File: config.mk
export PLATFORM = sky130hd
export DESIGN_NAME = roi_scan_gen
export DESIGN_NICKNAME = d
export VERILOG_FILES = /design/src/rtl/roi_scan_pkg.sv /design/src/rtl/roi_cfg_reg.sv /design/src/rtl/roi_axis_cnt.sv /design/src/rtl/roi_scan_gen.sv
export SDC_FILE = /design/constraint.sdc
export NUM_CORES = 1
export LEC_CHECK = 0
export ABC_AREA = 1
export BUFFER_PORTS_ARGS = -buffer_cell sky130_fd_sc_hd__buf_2
export CAP_MARGIN = 20
export CORE_MARGIN = 1
export CORE_UTILIZATION = 40
export CTS_CLUSTER_SIZE = 28
export DETAILED_ROUTE_END_ITERATION = 7
export GPL_TIMING_DRIVEN = 1
export PLACE_DENSITY = 0.56
export SLEW_MARGIN = 20
export SYNTH_ARGS = -nofsm -noshare
export SYNTH_HDL_FRONTEND = slang
export SYNTH_SLANG_ARGS = --single-unit
File: constraint.sdc
create_clock -name clk_i -period 3.4 [get_ports clk_i]
set_clock_uncertainty 0.1 [all_clocks]
set_input_delay 0.51 -clock clk_i [delete_from_list [all_inputs] [get_ports clk_i]]
set_output_delay 0.51 -clock clk_i [all_outputs]
set_load 0.01 [all_outputs]
File: src/rtl/roi_scan_pkg.sv
package roi_scan_pkg;
  localparam int unsigned ROI_COLS_DEF = 128;
  localparam int unsigned ROI_ROWS_DEF = 64;

  typedef enum logic {
    ST_IDLE = 1'b0,
    ST_SCAN = 1'b1
  } scan_st_e;
endpackage

File: src/rtl/roi_cfg_reg.sv
module roi_cfg_reg #(
  parameter int unsigned XW = 7,
  parameter int unsigned YW = 6
) (
  input  logic          clk_i,
  input  logic          rst_ni,
  input  logic          load_i,
  input  logic          busy_i,
  input  logic [XW-1:0] bw_m1_i,
  input  logic [YW-1:0] bh_m1_i,
  input  logic [XW-1:0] sx_m1_i,
  input  logic [YW-1:0] sy_m1_i,
  output logic [XW-1:0] bw_m1_o,
  output logic [YW-1:0] bh_m1_o,
  output logic [XW:0]   sx_o,
  output logic [YW:0]   sy_o
);
  logic [XW-1:0] bw_q, sxm_q;
  logic [YW-1:0] bh_q, sym_q;

  always_ff @(posedge clk_i or negedge rst_ni) begin
    if (!rst_ni) begin
      bw_q  <= '0;
      bh_q  <= '0;
      sxm_q <= '0;
      sym_q <= '0;
    end else if (load_i) begin
      bw_q  <= bw_m1_i;
      bh_q  <= bh_m1_i;
      sxm_q <= sx_m1_i;
      sym_q <= sy_m1_i;
    end
  end

  assign bw_m1_o = bw_q;
  assign bh_m1_o = bh_q;
  assign sx_o    = {1'b0, sxm_q} + 1'b1;
  assign sy_o    = {1'b0, sym_q} + 1'b1;

  // snapshot frozen while a frame runs
  a_r8_cfg_frozen: assert property (@(posedge clk_i) disable iff (!rst_ni)
    (busy_i && $past(busy_i)) |-> ($stable(bw_q) && $stable(bh_q) && $stable(sxm_q) && $stable(sym_q)))
    else $error("a_r8_cfg_frozen");
endmodule

File: src/rtl/roi_axis_cnt.sv
// Generic stepping counter: advances by step_i, wraps to 0 when the next
// value plus span_m1_i would pass limit_i.
module roi_axis_cnt #(
  parameter int unsigned W = 7
) (
  input  logic         clk_i,
  input  logic         rst_ni,
  input  logic         clr_i,
  input  logic         adv_i,
  input  logic [W:0]   step_i,
  input  logic [W-1:0] span_m1_i,
  input  logic [W-1:0] limit_i,
  output logic [W-1:0] val_o,
  output logic         last_o
);
  localparam int unsigned SW = W + 2;

  logic [W-1:0]  val_q;
  logic [SW-1:0] nxt_end;

  assign nxt_end = SW'(val_q) + SW'(step_i) + SW'(span_m1_i);
  assign last_o  = nxt_end > SW'(limit_i);
  assign val_o   = val_q;

  always_ff @(posedge clk_i or negedge rst_ni) begin
    if (!rst_ni)          val_q <= '0;
    else if (clr_i)       val_q <= '0;
    else if (adv_i) begin
      if (last_o)         val_q <= '0;
      else                val_q <= val_q + step_i[W-1:0];
    end
  end
endmodule

File: src/rtl/roi_scan_gen.sv
module roi_scan_gen
  import roi_scan_pkg::*;
#(
  parameter int unsigned COLS = ROI_COLS_DEF,
  parameter int unsigned ROWS = ROI_ROWS_DEF,
  localparam int unsigned XW = $clog2(COLS),
  localparam int unsigned YW = $clog2(ROWS)
) (
  input  logic          clk_i,
  input  logic          rst_ni,
  input  logic          start_i,
  input  logic [XW-1:0] cfg_bw_m1_i,
  input  logic [YW-1:0] cfg_bh_m1_i,
  input  logic [XW-1:0] cfg_sx_m1_i,
  input  logic [YW-1:0] cfg_sy_m1_i,
  output logic          pix_vld_o,
  output logic [XW-1:0] pix_x_o,
  output logic [YW-1:0] pix_y_o,
  output logic          sob_o,
  output logic          eob_o,
  output logic          frame_done_o
);
  localparam logic [XW-1:0] X_LIM = XW'(COLS - 1);
  localparam logic [YW-1:0] Y_LIM = YW'(ROWS - 1);

  scan_st_e st_q;
  logic     busy, accept, frame_end, done_q;

  logic [XW-1:0] bw_m1;
  logic [YW-1:0] bh_m1;
  logic [XW:0]   sx;
  logic [YW:0]   sy;

  logic [XW-1:0] pc_val, bx_val;
  logic [YW-1:0] pr_val, by_val;
  logic          pc_last, pr_last, bx_last, by_last;
  logic          pc_adv, pr_adv, bx_adv, by_adv;

  assign busy   = (st_q == ST_SCAN);
  assign accept = start_i && !busy;

  roi_cfg_reg #(.XW(XW), .YW(YW)) u_cfg (
    .clk_i   (clk_i),
    .rst_ni  (rst_ni),
    .load_i  (accept),
    .busy_i  (busy),
    .bw_m1_i (cfg_bw_m1_i),
    .bh_m1_i (cfg_bh_m1_i),
    .sx_m1_i (cfg_sx_m1_i),
    .sy_m1_i (cfg_sy_m1_i),
    .bw_m1_o (bw_m1),
    .bh_m1_o (bh_m1),
    .sx_o    (sx),
    .sy_o    (sy)
  );

  // advance chain: column -> row -> block X -> block Y
  assign pc_adv    = busy;
  assign pr_adv    = pc_adv && pc_last;
  assign bx_adv    = pr_adv && pr_last;
  assign by_adv    = bx_adv && bx_last;
  assign frame_end = by_adv && by_last;

  roi_axis_cnt #(.W(XW)) u_pix_col (
    .clk_i (clk_i), .rst_ni (rst_ni), .clr_i (accept), .adv_i (pc_adv),
    .step_i ((XW+1)'(1)), .span_m1_i ('0), .limit_i (bw_m1),
    .val_o (pc_val), .last_o (pc_last)
  );

  roi_axis_cnt #(.W(YW)) u_pix_row (
    .clk_i (clk_i), .rst_ni (rst_ni), .clr_i (accept), .adv_i (pr_adv),
    .step_i ((YW+1)'(1)), .span_m1_i ('0), .limit_i (bh_m1),
    .val_o (pr_val), .last_o (pr_last)
  );

  roi_axis_cnt #(.W(XW)) u_blk_x (
    .clk_i (clk_i), .rst_ni (rst_ni), .clr_i (accept), .adv_i (bx_adv),
    .step_i (sx), .span_m1_i (bw_m1), .limit_i (X_LIM),
    .val_o (bx_val), .last_o (bx_last)
  );

  roi_axis_cnt #(.W(YW)) u_blk_y (
    .clk_i (clk_i), .rst_ni (rst_ni), .clr_i (accept), .adv_i (by_adv),
    .step_i (sy), .span_m1_i (bh_m1), .limit_i (Y_LIM),
    .val_o (by_val), .last_o (by_last)
  );

  always_ff @(posedge clk_i or negedge rst_ni) begin
    if (!rst_ni) begin
      st_q   <= ST_IDLE;
      done_q <= 1'b0;
    end else begin
      done_q <= frame_end;
      if (accept)         st_q <= ST_SCAN;
      else if (frame_end) st_q <= ST_IDLE;
    end
  end

  assign pix_vld_o    = busy;
  assign pix_x_o      = bx_val + pc_val;
  assign pix_y_o      = by_val + pr_val;
  assign sob_o        = busy && (pc_val == '0) && (pr_val == '0);
  assign eob_o        = busy && pc_last && pr_last;
  assign frame_done_o = done_q;

  a_r6_marks_with_vld: assert property (@(posedge clk_i) disable iff (!rst_ni)
    (sob_o || eob_o) |-> pix_vld_o) else $error("a_r6_marks_with_vld");

  a_r6_sob_after_eob: assert property (@(posedge clk_i) disable iff (!rst_ni)
    (pix_vld_o && $past(pix_vld_o) && $past(eob_o)) |-> sob_o) else $error("a_r6_sob_after_eob");

  a_r5_in_array: assert property (@(posedge clk_i) disable iff (!rst_ni)
    pix_vld_o |-> ((32'(pix_x_o) < COLS) && (32'(pix_y_o) < ROWS))) else $error("a_r5_in_array");

  a_r3_col_step: assert property (@(posedge clk_i) disable iff (!rst_ni)
    (pix_vld_o && $past(pix_vld_o) && !$past(eob_o) && (pix_y_o == $past(pix_y_o)))
      |-> (pix_x_o == XW'($past(pix_x_o) + 1'b1))) else $error("a_r3_col_step");

  a_r7_done_after_last: assert property (@(posedge clk_i) disable iff (!rst_ni)
    frame_done_o |-> ($past(eob_o) && !pix_vld_o)) else $error("a_r7_done_after_last");

  a_r7_done_single: assert property (@(posedge clk_i) disable iff (!rst_ni)
    frame_done_o |=> !frame_done_o) else $error("a_r7_done_single");
endmodule

==> reports/qor.yml, run 1 <==
status: "completed"
setup.worst_path.start_class: "flop"
synth_top_cell_area_share: 0.2965
drive_above_1_share: 0.1212
synth-async-reset-ratio: 1.000
grt_pass1_wl_um: 18860
synth_ff_type: "dfrtp_1"
grt_pass1_vias: 3846
synthCells: 578
ys_top_cells_by_area: "dfrtp_1 30%, ha_1 15%, nand2_1 11%"
wl_um: 11150
cap_violations: 0
port_buffers: 45
cts_buffers: 5
final_antenna_net_count: 0
grt_max_degree: 38
slew_headroom: 0.5511
synth_nets: 678
setup_viol: 0
cp-end-kind: "output port"
place_ws_ps: 163.7
vias_per_cell: 5.008
io_pins: 46
peakVddDrop_v: 0.0007600
hpwl_um: 9064
period_needed_ps: 3192
drc: 0
dr_total_vias: 3841
antenna_found_initial: 0
critPathKind: "reg -> out"
fin_nets: 726
clock.fmax_mhz: 313.3
overflow: 0
htree_levels: 2
synth_area_sq_um: 4557
drtIter0Drc: 181
gp_congestion: 0.8497
drt-pass1-iter-count: 7
hold_path_class: "in -> async"
antenna_cells: 0
dieHeight_um: 108.7
hold_buffers: 0
yosysMostFrequentCell: "nand2_1"
cts_tree: "yes"
fin_setup_tns_ps: 0
cp_max_fo: 5
grt.total_usage: 0.2069
hold_viol: 0
cts_root_buf: "clkbuf_16"
synth_area_leader_cell: "dfrtp_1"
synth_seq_area_share: 0.2965
fillers: 1078
min_period_over_period: 0.9389
finalWorstSetupSlack_ps: 207.7
die_area_sq_um: 11820
synth_edf_count: 0
p_leak_nw: 2.773
avgSynthCellArea_sq_um: 7.884
drv_slew: 0
clk_latency_ps: 290
yosys.cell_types.count: 36
cts.sinks: 54
yosys_register_bits: 54
post_drt_wl_per_cell_um: 14.53
die_w_um: 108.7
crit_arrival_ps: 2580
yosysWarnings: 0
ys_top_cells_by_count: "133 x nand2_1, 99 x inv_1, 54 x dfrtp_1, 54 x ha_1, 39 x nand3_1"
cp.required_ps: 2790
tightest_slew_ps: 673.3
rows: 38
power_density_nw_per_um2: 1124
synthToLayoutAreaGrowth_pct: 13.32
core-area_sq_um: 10980
clkTransAtPathRegs_ps: 70
initial_core_util: 0.4149
final_core_util: 0.4702
cts_buffer_depth: 2
[where the power goes]
| group | switching [W] | total [W] | internal, W |
|---|---|---|---|
| sequential | 0.000331 | 0.00125 | 0.000918 |
| combinational | 0.00237 | 0.00387 | 0.00150 |
| clock | 0.000239 | 0.000682 | 0.000443 |
| total | 0.00294 | 0.00581 | 0.00286 |
[sequential cells by signal, indices dropped and copies added, names as in the netlist]
signal,flops
frame_done_o,1
pix_vld_o,1
u_blk_x.val_o,7
u_blk_y.val_o,6
u_cfg.bh_m1_o,6
u_cfg.bw_m1_o,7
u_cfg.sxm_q,7
u_cfg.sym_q,6
u_pix_col.val_o,7
u_pix_row.val_o,6
[final timing paths]
check	startpoint	endpoint	slack, ps	cells after the start
worst max-delay path	u_pix_col.val_o[0]	eob_o	210	13
worst min-delay path	rst_ni	u_pix_row.val_o[1]	80	1
worst max register to register	u_cfg.sxm_q[0]	u_blk_y.val_o[3]	280	15
worst min register to register	u_cfg.sxm_q[1]	u_cfg.sxm_q[1]	410	2
max in group asynchronous	rst_ni	u_pix_col.val_o[0]	2210	2
min in group clk_i	cfg_sx_m1_i[2]	u_cfg.sxm_q[2]	320	3
[timing repair]
item | 4_1_cts | 5_1_grt
buffers inserted | 0 | 2
endpoints found under the setup margin | 0 | 11
resized for setup | 0 | 3
[area by class of cell]
class                           count  area (sq um)  area share
Sequential cell                    54          1353      0.2619
Inverter                          101         379.1     0.07342
Clock inverter                      2         60.06     0.01163
Tap cell                          140         175.2     0.03392
Timing Repair Buffer               51         270.3     0.05234
Clock buffer                        6         138.9     0.02690
Multi-Input combinational cell    413          2788      0.5399
[layer usage]
metal,routed length [um],GRT usage,share of wire
met4,307,0.07336,0.028
met5,0,0,0
met1,5281,0.2813,0.47
met3,275,0.02152,0.025
met2,5282,0.3418,0.47
[stage by stage]
stage          area (sq um)  cells  hold WS [ps]  power, W
4_1_cts                5140    765         103.0  0.005791
3_5_place_dp           4941    757         402.8  0.005071
5_1_grt                5164    767         108.9  0.006538
3_3_place_gp           4941    757         389.5  0.004957
6_report               5164    767         77.86  0.005805
2_1_floorplan          4557    578         114.4  0.004036
[kinds of logic (layout without fill, tap and decap cells)]
kind of cell / Yosys count / after routing / share of synthesized area
AOI/OAI and AO/OA: 67 / 67 / 0.08100
buffers and inverters: 111 / 160 / 0.09500
adders and majority gates: 71 / 71 / 0.2230
xor gates and xnor gates: 34 / 34 / 0.06535
and+or+nand+nor: 241 / 241 / 0.2392
DFF: 54 / 54 / 0.2965
[critical path: stages (launching register included)]
cell	delay [ps]
dfrtp_2	430
ha_1	200
nand2_1	90
nor3_1	240
xor2_1	260
ha_1	290
nand2_1	60
inv_1	40
nand2_1	50
nor3_1	40
nand2_1	120
nand3_4	130
nor2_4	160
buf_2	150
[placed cells by master (no fill, tap or decap)]
master,synthesis,routed
nand2_4,2,2
ha_1,54,54
inv_2,1,1
nand2_1,133,132
nand3_4,1,1
o21bai_4,1,1
xnor2_1,6,6
dfrtp_1,54,53
nor2_4,2,3
and2_4,1,1
buf_2,4,45
or2_2,2,2
buf_4,1,6
fa_1,17,17
o22ai_1,7,7
a211oi_1,1,1
o21ai_1,4,4
nor3_2,0,1
bufinv_16,0,2
clkbuf_16,0,5
nor4_1,1,1
nand4_1,15,15
nor2_1,29,28
clkbuf_8,0,1
nand2_2,1,2
nand3_2,2,2
o21bai_1,1,1
a21oi_1,17,17
xor2_1,28,28
clkinv_1,1,1
o21ai_0,32,32
inv_1,99,99
a31oi_1,3,3
nand3_1,39,39
a21o_1,1,1
nand3b_1,4,4
and2_1,1,1
nor3_1,8,7
dfrtp_2,0,1
Note: power is estimated with default switching activity, not from simulation.
==> inputs of run 2 (changes only) <==
--- a/config.mk
+++ b/config.mk
@@ -8,12 +8,14 @@
 export ABC_AREA = 1
 export BUFFER_PORTS_ARGS = -buffer_cell sky130_fd_sc_hd__buf_2
 export CAP_MARGIN = 20
+export CELL_PAD_IN_SITES_DETAIL_PLACEMENT = 1
+export CELL_PAD_IN_SITES_GLOBAL_PLACEMENT = 2
 export CORE_MARGIN = 1
-export CORE_UTILIZATION = 40
+export CORE_UTILIZATION = 36
 export CTS_CLUSTER_SIZE = 28
 export DETAILED_ROUTE_END_ITERATION = 7
 export GPL_TIMING_DRIVEN = 1
-export PLACE_DENSITY = 0.56
+export PLACE_DENSITY = 0.8
 export SLEW_MARGIN = 20
 export SYNTH_ARGS = -nofsm -noshare
 export SYNTH_HDL_FRONTEND = slang
==> reports/qor.yml, run 2 (synthesis gave the netlist of run 1 again) <==
finalWorstSetupSlack_ps: 205.8  # was 207.7 ps
period_needed_ps: 3194  # was 3192 ps
post_drt_wl_per_cell_um: 15.79  # was 14.53 um
total_power_w: 0.005868  # was 0.005805 W
final_antenna_net_count: 0  # unchanged
cp_slowest_cell: "fa_1"  # was dfrtp_2
hold_path_class: "in -> async"  # unchanged
cp_max_fo: 4  # was 5
dp_cells: 786  # was 757
worstPathCellList: "ha_1 -> fa_1 -> ha_1 -> inv_1 -> fa_1 -> nor2_2 -> nand3_1 -> a21oi_1 -> nand2_2 -> nor2_4 -> buf_4 -> nand3b_1 -> o21ai_1"  # was ha_1 -> nand2_1 -> nor3_1 -> xor2_1 -> ha_1 -> nand2_1 -> inv_1 -> nand2_1 -> nor3_1 -> nand2_1 -> nand3_4 -> nor2_4 -> buf_2
cp-end-kind: "flop"  # was output port
critical_path.startpoint: "u_cfg.sxm_q[0]"  # was u_pix_col.val_o[0]
cts_buffer_depth: 2  # unchanged
cts_root_buf: "clkbuf_16"  # unchanged
cts_tree: "yes"  # unchanged
critPathBufInv: 2  # unchanged
cap_violations: 0  # unchanged
drt-pass1-iter-count: 4  # was 7
hpwl_um: 10160  # was 9064 um
die_w_um: 114.5  # was 108.7 um
crit_path_end: "u_blk_x.val_o[5]"  # was eob_o
antenna_cells: 0  # unchanged
clkTransAtPathRegs_ps: 80  # was 70 ps
grt.total_usage: 0.2068  # was 0.2069
io_pins: 46  # unchanged
htree_levels: 2  # unchanged
fillers: 1537  # was 1078
dieHeight_um: 114.5  # was 108.7 um
cts.sinks: 54  # unchanged
instances_no_fill: 797  # was 767
initial_core_util: 0.3747  # was 0.4149
min_period_over_period: 0.9395  # was 0.9389
slew_headroom: 0.5372  # was 0.5511
power_density_nw_per_um2: 1131  # was 1124 nW/um^2
r2r_cells: 13  # was 15
clk_latency_ps: 310  # was 290 ps
setup.worst_path.start_class: "flop"  # unchanged
p_leak_nw: 2.769  # was 2.773 nW
peakVddDrop_v: 0.0004927  # was 0.0007600 V
timing.rr.start: "u_cfg.sxm_q[0]"  # unchanged
grt_pass1_vias: 3987  # was 3846
r2r_end: "u_blk_x.val_o[5]"  # was u_blk_y.val_o[3]
drv_slew: 0  # unchanged
crit_cells: 13  # unchanged
rows: 40  # was 38
setup_viol: 0  # unchanged
status: "completed"  # unchanged
critPathKind: "reg -> reg"  # was reg -> out
vias_per_cell: 4.922  # was 5.008
tightest_slew_ps: 689.9  # was 673.3 ps
final_common_cell: "nand2_1"  # unchanged
port_buffers: 45  # unchanged
worst-r2r-setup-slack_ps: 210  # was 280 ps
hold_viol: 0  # unchanged
synthToLayoutAreaGrowth_pct: 13.84  # was 13.32%
cp.required_ps: 3520  # was 2790 ps
place_ws_ps: 93.52  # was 163.7 ps
grt_pass1_wl_um: 20600  # was 18860 um
drive_above_1_share: 0.1272  # was 0.1212
fin_setup_tns_ps: 0  # unchanged
hold_buffers: 0  # unchanged
drc: 0  # unchanged
crit_arrival_ps: 3320  # was 2580 ps
die_area_sq_um: 13110  # was 11820 sq um
cts_buffers: 5  # unchanged
gp_congestion: 0.8614  # was 0.8497
slowest_delay_ps: 540  # was 430 ps
antenna_found_initial: 0  # unchanged
core-area_sq_um: 12160  # was 10980 sq um
clock.fmax_mhz: 313.1  # was 313.3 MHz
drtIter0Drc: 162  # was 181
wl_um: 12580  # was 11150 um
fin_nets: 728  # was 726
overflow: 0  # unchanged
dr_total_vias: 3923  # was 3841
critPathTopFamily: "adder cells"  # was simple AND/OR/NAND/NOR gates
grt_max_degree: 48  # was 38
layout.cells.most_common_list: "132 x nand2_1, 98 x inv_1, 54 x ha_1, 54 x dfrtp_1, 45 x buf_2"  # was 132 x nand2_1, 99 x inv_1, 54 x ha_1
## run 2: stage by stage
stage	utilization	cell area, sq um	hold WS (ps)
after floorplan	-	4557	114.4
after global placement	0.4098	4984	388.2
after detailed placement	0.4098	4984	411.7
after CTS	0.4237	5152	79.24
after global routing	0.4265	5187	97.43
final	0.4265	5187	68.06
## run 2: cell type report
type                            count  area [sq um]  area share
Inverter                          101         379.1     0.07308
Timing Repair Buffer               53         285.3     0.05499
Multi-Input combinational cell    413          2793      0.5384
Sequential cell                    54          1351      0.2605
Tap cell                          168         210.2     0.04052
Clock inverter                      3         43.79    0.008442
Clock buffer                        5         125.1     0.02412
## run 2: what timing repair did
| action | 4_1_cts | 5_1_grt |
|---|---|---|
| endpoints found under the setup margin | 0 | 13 |
| setup buffers | 0 | 3 |
| resized for setup | 0 | 5 |
## run 2: worst min-delay path by stage
stage                              start            endpoint
after floorplan                   rst_ni        frame_done_o
after global placement    u_cfg.sxm_q[1]      u_cfg.sxm_q[1]
after detailed placement  u_cfg.sxm_q[1]      u_cfg.sxm_q[1]
final                             rst_ni  u_pix_row.val_o[2]
after CTS                         rst_ni  u_pix_row.val_o[2]
after global routing              rst_ni  u_pix_row.val_o[2]
## run 2: layer usage
metal	GRT usage	wire [um]
met5	0	0
met4	0.06667	288
met3	0.03335	365
met2	0.3499	6241
met1	0.2693	5687
## run 2: where the power goes
| group | leakage, nW | total (W) | switching [W] | internal (W) |
|---|---|---|---|---|
| registers | 0.681 | 0.00125 | 0.000336 | 0.000917 |
| clock network | 0.0842 | 0.000616 | 0.000266 | 0.000350 |
| logic | 2.00 | 0.00400 | 0.00245 | 0.00155 |
| total | 2.77 | 0.00587 | 0.00306 | 0.00281 |
==> inputs of run 3 (changes only) <==
--- a/config.mk
+++ b/config.mk
@@ -15,8 +15,9 @@
 export CTS_CLUSTER_SIZE = 28
 export DETAILED_ROUTE_END_ITERATION = 7
 export GPL_TIMING_DRIVEN = 1
-export PLACE_DENSITY = 0.8
+export PLACE_DENSITY = 0.79
 export SLEW_MARGIN = 20
 export SYNTH_ARGS = -nofsm -noshare
 export SYNTH_HDL_FRONTEND = slang
+export SYNTH_HIERARCHICAL = 1
 export SYNTH_SLANG_ARGS = --single-unit
==> reports/qor.yml, run 3 <==
status: "finished, violations left"  # was completed
failed_checks: "negative setup slack"
htree_levels: 2  # unchanged
instances_no_fill: 1314  # was 797
synth_seq_area_share: 0.2088  # was 0.2965
antenna_cells: 0  # unchanged
slowest_delay_ps: 400  # was 540 ps
drc: 0  # unchanged
hold_viol: 0  # unchanged
die_area_sq_um: 18520  # was 13110 sq um
yosys.cell_types.count: 40  # was 36
critPathKind: "reg -> out"  # was reg -> reg
place_ws_ps: -489.3  # was 93.52 ps
wl_met2_um: 9808  # was 6241 um
grt.total_usage: 0.2113  # was 0.2068
cp_max_fo: 2  # was 4
routed-wl-met3_um: 310  # was 365 um
synth_top_family_by_area: "simple AND/OR/NAND/NOR gates"  # unchanged
worstPathCellList: "fa_1 -> ha_2 -> fa_2 -> nand3_2 -> nand2_2 -> xnor2_2 -> inv_1 -> ha_4 -> nand2_1 -> inv_2 -> nand4_1 -> a21oi_4 -> nand2_1 -> inv_2 -> nor2_4 -> buf_6"  # was ha_1 -> fa_1 -> ha_1 -> inv_1 -> fa_1 -> nor2_2 -> nand3_1 -> a21oi_1 -> nand2_2 -> nor2_4 -> buf_4 -> nand3b_1 -> o21ai_1
design_area_sq_um: 8675  # was 5187 sq um
crit_cells: 16  # was 13
synthAdderAreaFrac: 0.2796  # was 0.2230
synthMuxAreaShare: 0  # unchanged
final_common_cell: "nand2_1"  # unchanged
grt_max_degree: 49  # was 48
multi_input_area_sq_um: 5077  # was 2793 sq um
synthSimpleGateAreaFrac: 0.2854  # was 0.2392
min_period_over_period: 1.107  # was 0.9395
cts_root_buf: "clkbuf_16"  # unchanged
cp-end-kind: "output port"  # was flop
setup_viol: 22  # was 0
grt_setup_unrepaired: "yes"
hpwl_um: 15140  # was 10160 um
drv_slew: 0  # unchanged
avgSynthCellArea_sq_um: 7.404  # was 7.884 sq um
cts_buffer_depth: 2  # unchanged
antenna_found_initial: 0  # unchanged
gp_congestion: 0.8053  # was 0.8614
setup.worst_path.start_class: "flop"  # unchanged
crit_path_end: "eob_o"  # was u_blk_x.val_o[5]
final-seq-area_sq_um: 1355  # was 1351 sq um
synth_ff_type: "dfrtp_1"  # unchanged
critPathTopFamily: "adder cells"  # unchanged
post_drt_wl_per_cell_um: 14.06  # was 15.79 um
io_pins: 46  # unchanged
cts_buffers: 5  # unchanged
period_needed_ps: 3763  # was 3194 ps
ys_top_cells_by_count: "246 x nand2_1, 162 x inv_1, 87 x ha_1, 54 x dfrtp_1, 44 x nand3_1"  # was 133 x nand2_1, 99 x inv_1, 54 x dfrtp_1, 54 x ha_1, 39 x nand3_1
layout.cells.most_common_list: "230 x nand2_1, 154 x inv_1, 106 x buf_4"  # was 132 x nand2_1, 98 x inv_1, 54 x ha_1, 54 x dfrtp_1, 45 x buf_2
port_buffers: 45  # unchanged
cts.sinks: 54  # unchanged
timing.rr.start: "u_cfg/sxm_q[1]"  # was u_cfg.sxm_q[0]
overflow: 0  # unchanged
synth_edf_count: 0  # unchanged
wl_met1_um: 8013  # was 5687 um
yosysWarnings: 6  # was 0
drive_above_1_share: 0.2764  # was 0.1272
die_w_um: 136.1  # was 114.5 um
synth_compound_area_frac: 0.05955  # was 0.08100
tightest_slew_ps: 594.8  # was 689.9 ps
wl_um: 18480  # was 12580 um
highest_layer: "met4"  # unchanged
synthToLayoutAreaGrowth_pct: 34.05  # was 13.84%
dieHeight_um: 136.1  # was 114.5 um
synth-async-reset-ratio: 1.000  # unchanged
clkTransAtPathRegs_ps: 80  # about the same
finalWorstSetupSlack_ps: -362.8  # was 205.8 ps
cp.required_ps: 2790  # was 3520 ps
fillers: 2239  # was 1537
fin_setup_tns_ps: -4686  # was 0 ps
core-area_sq_um: 17420  # was 12160 sq um
cp_slowest_cell: "dfrtp_1"  # was fa_1
clock.fmax_mhz: 265.8  # was 313.1 MHz
dp_cells: 1287  # was 786
ys_top_cells_by_area: "dfrtp_1 21%, ha_1 17%, nand2_1 14%"  # was dfrtp_1 30%, ha_1 15%, nand2_1 11%
r2r_end: "u_blk_y/val_o[3]"  # was u_blk_x.val_o[5]
drt-pass1-iter-count: 6  # was 4
clk_latency_ps: 310  # about the same
grt_pass1_wl_um: 30480  # was 20600 um
drtIter0Drc: 235  # was 162
slew_headroom: 0.6026  # was 0.5372
hold_path_class: "in -> reg"  # was in -> async
final_antenna_net_count: 0  # unchanged
initial_core_util: 0.3716  # was 0.3747
fin_nets: 1240  # was 728
synthCells: 874  # was 578
critPathBufInv: 4  # was 2
yosysMostFrequentCell: "nand2_1"  # unchanged
vias_per_cell: 4.602  # was 4.922
synth_top_cell_area_share: 0.2088  # was 0.2965
synth_area_leader_cell: "dfrtp_1"  # unchanged
rows: 48  # was 40
dr_total_vias: 6047  # was 3923
r2r_cells: 22  # was 13
grt_pass1_vias: 6362  # was 3987
crit_arrival_ps: 3150  # was 3320 ps
synth_xor_area_frac: 0.05414  # was 0.06535
worst-r2r-setup-slack_ps: -320  # was 210 ps
yosys_register_bits: 54  # unchanged
placed_area_sq_um: 7964  # was 4984 sq um
cap_violations: 0  # unchanged
synth_area_sq_um: 6471  # was 4557 sq um
critical_path.startpoint: "u_pix_row/val_o[0]"  # was u_cfg.sxm_q[0]
cts_tree: "yes"  # unchanged
## run 3: how the worst min path moves through the flow
stage                         startpoint              to  slack, ps  cells past startpoint
after floorplan                   rst_ni    frame_done_o        110                      0
after global placement            rst_ni  u_cfg/sxm_q[1]        320                      1
after detailed placement          rst_ni  u_cfg/sxm_q[1]        320                      1
after CTS                 cfg_sy_m1_i[5]  u_cfg/sym_q[5]        300                      3
after global routing      cfg_sx_m1_i[3]  u_cfg/sxm_q[3]        310                      3
final                     cfg_sx_m1_i[4]  u_cfg/sxm_q[4]        310                      3
## run 3: final cells by class
type,count,share of cell area
Sequential cell,54,0.1562
Multi-Input combinational cell,690,0.5853
Clock buffer,5,0.01442
Tap cell,225,0.03245
Timing Repair Buffer,160,0.1310
Inverter,177,0.07731
Clock inverter,3,0.003317
## run 3: logic make-up (layout without fill, tap and decap cells)
family                   after synthesis  after routing
flip-flops                            54             54
AO/OA/AOI/OAI                         69             69
buffers and inverters                184            345
adder cells (fa/ha/maj)              123            123
AND/OR/NAND/NOR                      402            402
XOR/XNOR                              40             40
other                                  2             56
## run 3: worst min-delay path, stage by stage
cell and delay, ps:
buf_2 80, nand2_1 40, o21ai_0 50
## run 3: what timing repair did
item                                    CTS  global route
hold endpoints to repair                 11             0
endpoints found under the setup margin   22            22
buffers inserted                         12             8
hold buffers                              1             0
resized for setup                        52            43
pin swaps                                49            52
gates cloned                              0             0
## run 3: stage by stage
stage          hold WS, ps    util
2_1_floorplan        114.4       -
3_3_place_gp         319.0  0.4573
3_5_place_dp         317.9  0.4573
4_1_cts              295.3  0.4846
5_1_grt              314.2  0.4981
6_report             305.9  0.4981
## run 3: per-layer routing
metal	GRT usage	up-vias
li1	-	3101
met1	0.2545	2881
met2	0.3934	46
met3	0.02461	19
met4	0.05432	0
met5	0	-
Power of run 3 is not shown: default switching activity piles up to over one toggle a cycle in this logic, so the estimate is an artifact.
